===== config.mk =====
export PLATFORM = sky130hd
export DESIGN_NAME = palreg_bank
export DESIGN_NICKNAME = d
export VERILOG_FILES = /design/src/rtl/palreg_pkg.sv /design/src/rtl/palreg_pwrup_timer.sv /design/src/rtl/palreg_ctrl.sv /design/src/rtl/palreg_cell.sv /design/src/rtl/palreg_bank.sv
export SDC_FILE = /design/constraint.sdc
export NUM_CORES = 1
export LEC_CHECK = 0
export BUFFER_PORTS_ARGS = -buffer_cell sky130_fd_sc_hd__buf_2
export CAP_MARGIN = 5
export CORE_MARGIN = 3
export CORE_UTILIZATION = 45
export CTS_CLUSTER_SIZE = 10
export DETAILED_ROUTE_END_ITERATION = 10
export HOLD_SLACK_MARGIN = 0.12
export PLACE_DENSITY = 0.78
export SYNTH_ARGS = -nofsm -noshare
export SYNTH_HDL_FRONTEND = slang
export SYNTH_SLANG_ARGS = --single-unit

===== constraint.sdc =====
create_clock -name clk -period 1.8 [get_ports clk]
set_clock_uncertainty 0.2 [all_clocks]
set_input_delay 0.09 -clock clk [delete_from_list [all_inputs] [get_ports clk]]
set_output_delay 0.09 -clock clk [all_outputs]
set_load 0.03 [all_outputs]

===== src/rtl/palreg_pkg.sv =====
package palreg_pkg;

    // Synchronous action taken by every register at a rising edge
    typedef enum logic [1:0] {
        ACT_CAPTURE = 2'd0,
        ACT_SET     = 2'd1,
        ACT_LOAD    = 2'd2,
        ACT_CLEAR   = 2'd3
    } reg_act_e;

    // Synchronous requests feeding the priority decode
    typedef struct packed {
        logic rst;
        logic hold;
        logic load;
        logic set;
    } sync_req_t;

    // Clear beats test load, test load beats set, set beats capture
    function automatic reg_act_e pick_action(sync_req_t r);
        reg_act_e a;
        if (r.rst || r.hold)
            a = ACT_CLEAR;
        else if (r.load)
            a = ACT_LOAD;
        else if (r.set)
            a = ACT_SET;
        else
            a = ACT_CAPTURE;
        return a;
    endfunction

endpackage


===== src/rtl/palreg_pwrup_timer.sv =====
module palreg_pwrup_timer #(
    parameter int PWRUP_CYCLES = 16
) (
    input  logic clk,
    input  logic rst,
    input  logic pwr_good,
    output logic hold
);
    localparam int CNT_W = $clog2(PWRUP_CYCLES + 1);
    localparam logic [CNT_W-1:0] CNT_MAX = CNT_W'(PWRUP_CYCLES);

    logic [CNT_W-1:0] cnt;

    always_ff @(posedge clk) begin
        if (rst || !pwr_good)
            cnt <= '0;
        else if (cnt != CNT_MAX)
            cnt <= cnt + 1'b1;
    end

    assign hold = (cnt != CNT_MAX) || !pwr_good;
endmodule


===== src/rtl/palreg_ctrl.sv =====
module palreg_ctrl
    import palreg_pkg::*;
(
    input  logic     rst,
    input  logic     hold,
    input  logic     load_mode,
    input  logic     sync_set_pt,
    output reg_act_e act
);
    sync_req_t req;

    always_comb begin
        req.rst  = rst;
        req.hold = hold;
        req.load = load_mode;
        req.set  = sync_set_pt;
        act      = pick_action(req);
    end
endmodule


===== src/rtl/palreg_cell.sv =====
module palreg_cell
    import palreg_pkg::*;
(
    input  logic     clk,
    input  logic     aclr,
    input  reg_act_e act,
    input  logic     d,
    input  logic     ld,
    output logic     q
);
    always_ff @(posedge clk or posedge aclr) begin
        if (aclr) begin
            q <= 1'b0;
        end else begin
            unique case (act)
                ACT_CLEAR:   q <= 1'b0;
                ACT_LOAD:    q <= ld;
                ACT_SET:     q <= 1'b1;
                ACT_CAPTURE: q <= d;
                default:     q <= d;
            endcase
        end
    end
endmodule


===== src/rtl/palreg_bank.sv =====
module palreg_bank
    import palreg_pkg::*;
#(
    parameter int NREG         = 8,
    parameter int PWRUP_CYCLES = 16
) (
    input  logic            clk,
    input  logic            rst,
    input  logic            pwr_good,
    input  logic            async_clr_pt,
    input  logic            sync_set_pt,
    input  logic            load_mode,
    input  logic [NREG-1:0] load_data,
    input  logic [NREG-1:0] d,
    output logic [NREG-1:0] q_fb,
    output logic [NREG-1:0] pin_out
);
    logic     pwr_hold;
    reg_act_e act;

    palreg_pwrup_timer #(.PWRUP_CYCLES(PWRUP_CYCLES)) u_timer (
        .clk      (clk),
        .rst      (rst),
        .pwr_good (pwr_good),
        .hold     (pwr_hold)
    );

    palreg_ctrl u_ctrl (
        .rst         (rst),
        .hold        (pwr_hold),
        .load_mode   (load_mode),
        .sync_set_pt (sync_set_pt),
        .act         (act)
    );

    for (genvar i = 0; i < NREG; i++) begin : g_cell
        palreg_cell u_cell (
            .clk  (clk),
            .aclr (async_clr_pt),
            .act  (act),
            .d    (d[i]),
            .ld   (load_data[i]),
            .q    (q_fb[i])
        );
    end

    // Pin driver path is inverting
    assign pin_out = ~q_fb;
endmodule


==> impl_metrics.csv, run 1 <==
group,metric,value,unit
floorplan,pin_count,38,
setup_path,cp-end-kind,"flop",
detailed_routing,first_pass_iters,4,
sta,setup_viol,0,
sta,min_period,1.688,ns
detailed_routing,drc,0,
finish,most-common-layout-cells,"37 x buf_2, 29 x dlygate4sd3_1, 19 x inv_1",
synthesis,seq_area_frac_synth,36.87,%
synthesis,synth_mux_area_share,4.916,%
global_routing,grt_max_degree,10,
floorplan,start_util,50.54,%
global_routing,grt_pass1_wl,3574,um
floorplan,dieHeight,48.55,um
sta,tightest_slew,0.5203,ns
power_and_ir_drop,vdd_ir_drop_max,0.3888,mV
synthesis,yosys.area_share.simple,21.20,%
setup_path,r2r_cells,4,
synthesis,synth_cell_type_count,17,
power_and_ir_drop,leakagePower,0.5815,nW
setup_path,cp_max_fo,1,
global_routing,antenna_found_initial,0,
min_path,min_to,"g_cell[2].u_cell.q",
detailed_routing,wirelength,2198,um
clock_tree,clock-sinks,13,
floorplan,die_w,48.55,um
finish,antenna_cells,0,
min_path,worstHoldStart,"sync_set_pt",
setup_path,r2r-start,"u_timer.cnt[0]",
clock_tree,cts_root_buf,"clkbuf_4",
sta,slew_violations,0,
finish,drive_gt1_share,36.69,%
synthesis,syn_inst,80,
synthesis,synth_edf_count,0,
global_routing,grt_overflow_total,0,
synthesis,yosysTopAreaCellShare,24.58,%
clock_tree,clk-insertion-delay-late,0.27,ns
setup_path,crit_required,1.72,ns
floorplan,dieArea,0.002357,sq mm
run,cap_viol_max_count,0,
global_routing,grt_pass1_vias,801,
synthesis,yosys-top-cells-area,"dfrtp_1 25%, a2111oi_2 15%, dfxtp_1 12%",
sta,fmax,592.6,MHz
sta,period_share,93.76,%
outcome,outcome,"completed",
clock_tree,htree_levels,1,
sta,hold_viol,0,
setup_path,reg2reg_to,"g_cell[4].u_cell.q",
placed_design,gp_congestion,0.7099,
setup_path,crit_arrival,1.61,ns
power_and_ir_drop,powerDensity,460.9,mW/mm^2
synthesis,synth_top_family_by_area,"simple AND/OR/NAND/NOR gates",
detailed_routing,dr_total_vias,778,
synthesis,synthesis.nets,104,
placed_design,dp_hpwl,1229,um
synthesis,synth-async-reset-ratio,61.54,%
synthesis,ys_ff_latch,13,
finish,final_common_cell,"buf_2",
sta,fin_setup_tns,0,ns
synthesis,synth-xor-area-share,1.075,%
clock_tree,cts_buffers,3,
floorplan,fp-row-count,14,
synthesis,ys.flop_type,"dfrtp_1",
clock_tree,path_clk_slew,0.08,ns
sta,slew_headroom,65.20,%
sta,rsz0062_at_grt,"false",
detailed_routing,routedWlPerCell,13.48,um
setup_path,r2r_slack,0.23,ns
setup_path,startpoint_type,"primary input",
min_path,hold_path_class,"primary input to flop",
detailed_routing,drt_iter0_markers,20,
synthesis,syn_area,814.5,sq um
finish,finalNetCount,164,
setup_path,path_class,"primary input to flop",
clock_tree,clockBufferDepth,2,
synthesis,synth_area_leader_cell,"dfrtp_1",
clock_tree,cts_tree,"built",
detailed_routing,ant_nets,0,
clock_tree,post_cts_buffers,0,
detailed_routing,drt-vias-per-instance,4.773,
min_path,hold_path_depth,3,
synthesis,synth-compound-area-share,14.75,%
sta,hold_slack,0.1918,ns
synthesis,yosysWarnings,0,
synthesis,synth_adder_area_share,3.072,%
placed_design,portBuffers,37,
synthesis,syn_avg_cell_area,10.18,sq um
finish,syn_to_final_growth,57.45,%
floorplan,core,0.001612,sq mm
global_routing,grt.total_usage,19.78,%
## worst max-delay path by stage
stage                               from            endpoint  depth (start not counted)
after CTS                            rst      u_timer.cnt[3]                          5
after global placement    u_timer.cnt[0]  g_cell[7].u_cell.q                          4
final                               d[1]  g_cell[1].u_cell.q                          5
after floorplan           u_timer.cnt[0]  g_cell[0].u_cell.q                          4
after global routing                d[3]  g_cell[3].u_cell.q                          5
after detailed placement  u_timer.cnt[0]  g_cell[7].u_cell.q                          4
## cells by family after synthesis
family                   after synthesis
AO/OA/AOI/OAI                          8
XOR/XNOR                               1
adder cells (fa/ha/maj)                2
buffers and inverters                 30
flip-flops                            13
multiplexers                           4
AND/OR/NAND/NOR                       22
## state kept, by name, indices dropped and copies added, names as in the netlist
signal / cells
g_cell.u_cell.q: 8
u_timer.cnt: 5
## worst max-delay path, stage by stage
cell and delay, ns:
dlygate4sd3_1 0.53, buf_2 0.12, nor3_1 0.21, dlygate4sd3_1 0.62, a2111oi_2 0.05
## Yosys cell counts, types with 2 or more instances
master,number
nor3_1,9
buf_4,9
nand3_1,2
a2111oi_2,8
or3b_1,3
mux2i_1,4
inv_1,19
dfrtp_1,8
dfxtp_1,5
nand3b_1,5
ha_1,2
## report_power, final
part	switching, W	internal (W)
clock network	0.0000911	0.0000857
logic	0.0000519	0.0000677
registers	0.00000253	0.000292
total	0.000145	0.000446
## through the flow
stage	cells	total power, W	area (sq um)	util [%]	setup WS, ns
after floorplan	80	0.0003417	814.5	-	0.4302
after detailed placement	130	0.0003703	953.4	59.16	0.2914
after CTS	164	0.0005936	1280	79.43	0.1988
after global routing	163	0.0006286	1282	79.58	0.05718
after global placement	130	0.0003684	953.4	59.16	0.3467
final	163	0.0005911	1282	79.58	0.1124
## repair_timing
item	4_1_cts	5_1_grt
hold buffers	30	0
hold endpoints to repair	21	0
setup endpoints to repair	0	1
resized for setup	0	1
## routing by layer
layer	global-route usage, %	part of all wire (%)	vias up
met4	12.32	2.5	0
li1	-	-	382
met1	20.49	39	361
met2	36.24	53	31
met3	3.988	5.7	4
met5	0	0	-
## area by class of cell
cell class | count | area (sq um)
Timing Repair Buffer | 66 | 475.5
Multi-Input combinational cell | 37 | 379.1
Fill cell | 104 | 329.1
Sequential cell | 13 | 300.3
Inverter | 19 | 71.32
Tap cell | 24 | 30.03
Clock buffer | 4 | 26.28
No activity file was read; power rests on OpenSTA's default activity.
==> inputs of run 2 (changes only) <==
- MAX_ROUTING_LAYER: default -> met4
- SKIP_LAST_GASP: default -> 1
==> run 2 against run 1 <==
Against the previous run:
- global-route usage up 0.55 points
- first-iteration DRC count unchanged
- via count up 1.3%
- clock power about the same
- combinational power about the same
- total power about the same
- die area unchanged
- clock-buffer cell count unchanged
- final area unchanged
- critical path type unchanged
- largest power group unchanged
==> impl_metrics.csv, run 2 (synthesis gave the netlist of run 1 again) <==
group,metric,value,unit
outcome,outcome,"completed",
finish,reg_top3,"g_cell.u_cell.q: 8 flops, u_timer.cnt: 5 flops",
finish,most-common-layout-cells,"37 x buf_2, 29 x dlygate4sd3_1, 19 x inv_1",
floorplan,pin_count,38,
setup_path,worst_path_largest_cell_delay,0.62,ns
setup_path,crit_required,1.72,ns
clock_tree,cts_buffers,3,
power_and_ir_drop,powerDensity,460.7,mW/mm^2
power_and_ir_drop,leakagePower,0.5815,nW
setup_path,startpoint_type,"primary input",
clock_tree,cts_tree,"built",
sta,slew_headroom,66.09,%
detailed_routing,drt_iter0_markers,20,
finish,ff_latch_area,300.3,sq um
detailed_routing,drc,0,
setup_path,path_class,"primary input to flop",
setup_path,cp_cell_sequence,"dlygate4sd3_1 > buf_2 > nor3_1 > dlygate4sd3_1 > a2111oi_2",
power_and_ir_drop,seqPwrFrac,49.9,%
placed_design,dp_cells,130,
finish,nFillCells,104,
sta,setup_viol,0,
detailed_routing,routedWlPerCell,13.41,um
finish,antenna_cells,0,
floorplan,fp-row-count,14,
detailed_routing,first_pass_iters,4,
finish,largest_reg_flops,8,
finish,finalNetCount,164,
floorplan,core,0.001612,sq mm
clock_tree,clockBufferDepth,2,
detailed_routing,dr_total_vias,788,
finish,fin_cells,163,
finish,multiInputGateArea,379.1,sq um
power_and_ir_drop,finalPower,0.0005908,W
sta,rsz0062_at_grt,"false",
finish,regMostFlops,"g_cell.u_cell.q",
setup_path,crit_top_cell,"dlygate4sd3_1",
setup_path,cp_top_family,"buffers and inverters",
finish,syn_to_final_growth,57.45,%
setup_path,cp_max_fo,1,
placed_design,dp_hpwl,1229,um
global_routing,grt.total_usage,20.33,%
sta,fmax,593.3,MHz
floorplan,start_util,50.54,%
global_routing,grt_max_degree,10,
clock_tree,clk-insertion-delay-late,0.27,ns
setup_path,path_buf_inv,3,
detailed_routing,drt-vias-per-instance,4.834,
placed_design,gp_congestion,0.7179,
clock_tree,cts_root_buf,"clkbuf_4",
run,cap_viol_max_count,0,
finish,drive_gt1_share,36.69,%
sta,tightest_slew,0.5069,ns
setup_path,crit_arrival,1.61,ns
sta,fin_setup_tns,0,ns
sta,period_share,93.64,%
clock_tree,htree_levels,1,
detailed_routing,ant_nets,0,
clock_tree,clock-sinks,13,
floorplan,die_w,48.55,um
global_routing,antenna_found_initial,0,
sta,slew_violations,0,
finish,final_common_cell,"buf_2",
sta,hold_viol,0,
setup_path,cp-end-kind,"flop",
global_routing,grt_overflow_total,0,
power_and_ir_drop,power_frac_comb,20.2,%
clock_tree,post_cts_buffers,0,
power_and_ir_drop,p_int,0.0004456,W
floorplan,dieHeight,48.55,um
global_routing,grt_pass1_vias,800,
min_path,hold_path_class,"primary input to flop",
power_and_ir_drop,switching_power,0.0001452,W
setup_path,critPathSlowestCell,"dlygate4sd3_1",
power_and_ir_drop,vdd_ir_drop_max,0.3888,mV
clock_tree,path_clk_slew,0.08,ns
detailed_routing,wirelength,2186,um
placed_design,portBuffers,37,
global_routing,grt_pass1_wl,3574,um
power_and_ir_drop,sw_frac_of_total,24.58,%
floorplan,dieArea,0.002357,sq mm
power_and_ir_drop,pwr-share-clk,29.9,%
sta,min_period,1.686,ns
## run 2: layer usage
metal | vias up | global-route usage, % | wire length (um)
li1 | 385 | - | -
met1 | 364 | 20.49 | 824
met2 | 33 | 36.24 | 1171
met3 | 6 | 3.988 | 125
met4 | 0 | 12.32 | 63
met5 | - | - | 0
## run 2: per-stage QoR
stage          hold WS (ns)  setup slack (ns)  area (sq um)  utilization (%)
6_report             0.1871            0.1144          1282            79.58
5_1_grt              0.2256           0.05719          1282            79.58
4_1_cts              0.3419            0.1988          1280            79.43
3_5_place_dp        -0.1630            0.2914         953.4            59.16
3_3_place_gp        -0.1695            0.3467         953.4            59.16
2_1_floorplan       -0.2943            0.4302         814.5                -
## run 2: what timing repair did
| item | 4_1_cts | 5_1_grt |
|---|---|---|
| hold buffers | 30 | 0 |
| hold endpoints to repair | 21 | 0 |
| resized for setup | 0 | 1 |
| endpoints found under the setup margin | 0 | 1 |
## run 2: cell type report
type                       instances  share of cell area (%)
sequential                        13                   23.41
tap                               24                   2.341
inverter                          19                   5.561
clock buffer                       4                   2.049
multi-input combinational         37                   29.56
timing repair buffer              66                   37.07
## run 2: worst paths after layout
check	depth (start not counted)	from	end	slack (ns)
worst max-delay path	5	d[1]	g_cell[1].u_cell.q	0.11
worst min-delay path	3	sync_set_pt	g_cell[2].u_cell.q	0.19
worst max register to register	4	u_timer.cnt[0]	g_cell[4].u_cell.q	0.24
worst min register to register	2	u_timer.cnt[1]	u_timer.cnt[1]	0.34
max in group asynchronous	4	async_clr_pt	g_cell[6].u_cell.q	0.53
min in group asynchronous	4	async_clr_pt	g_cell[1].u_cell.q	0.65
## run 2: power groups by stage
stage | registers [W] | logic (W) | clock network (W)
3_5_place_dp | 0.000301 | 0.0000693 | 0
4_1_cts | 0.000295 | 0.000114 | 0.000185
3_3_place_gp | 0.000301 | 0.0000677 | 0
2_1_floorplan | 0.000300 | 0.0000413 | 0
5_1_grt | 0.000295 | 0.000130 | 0.000204
6_report | 0.000295 | 0.000119 | 0.000177
## run 2: worst register-to-register path, cell delays in order, from the launching register on
cell and delay [ns]:
dfxtp_1 0.35, inv_1 0.07, ha_1 0.20, nand4bb_4 0.24, a2111oi_2 0.38
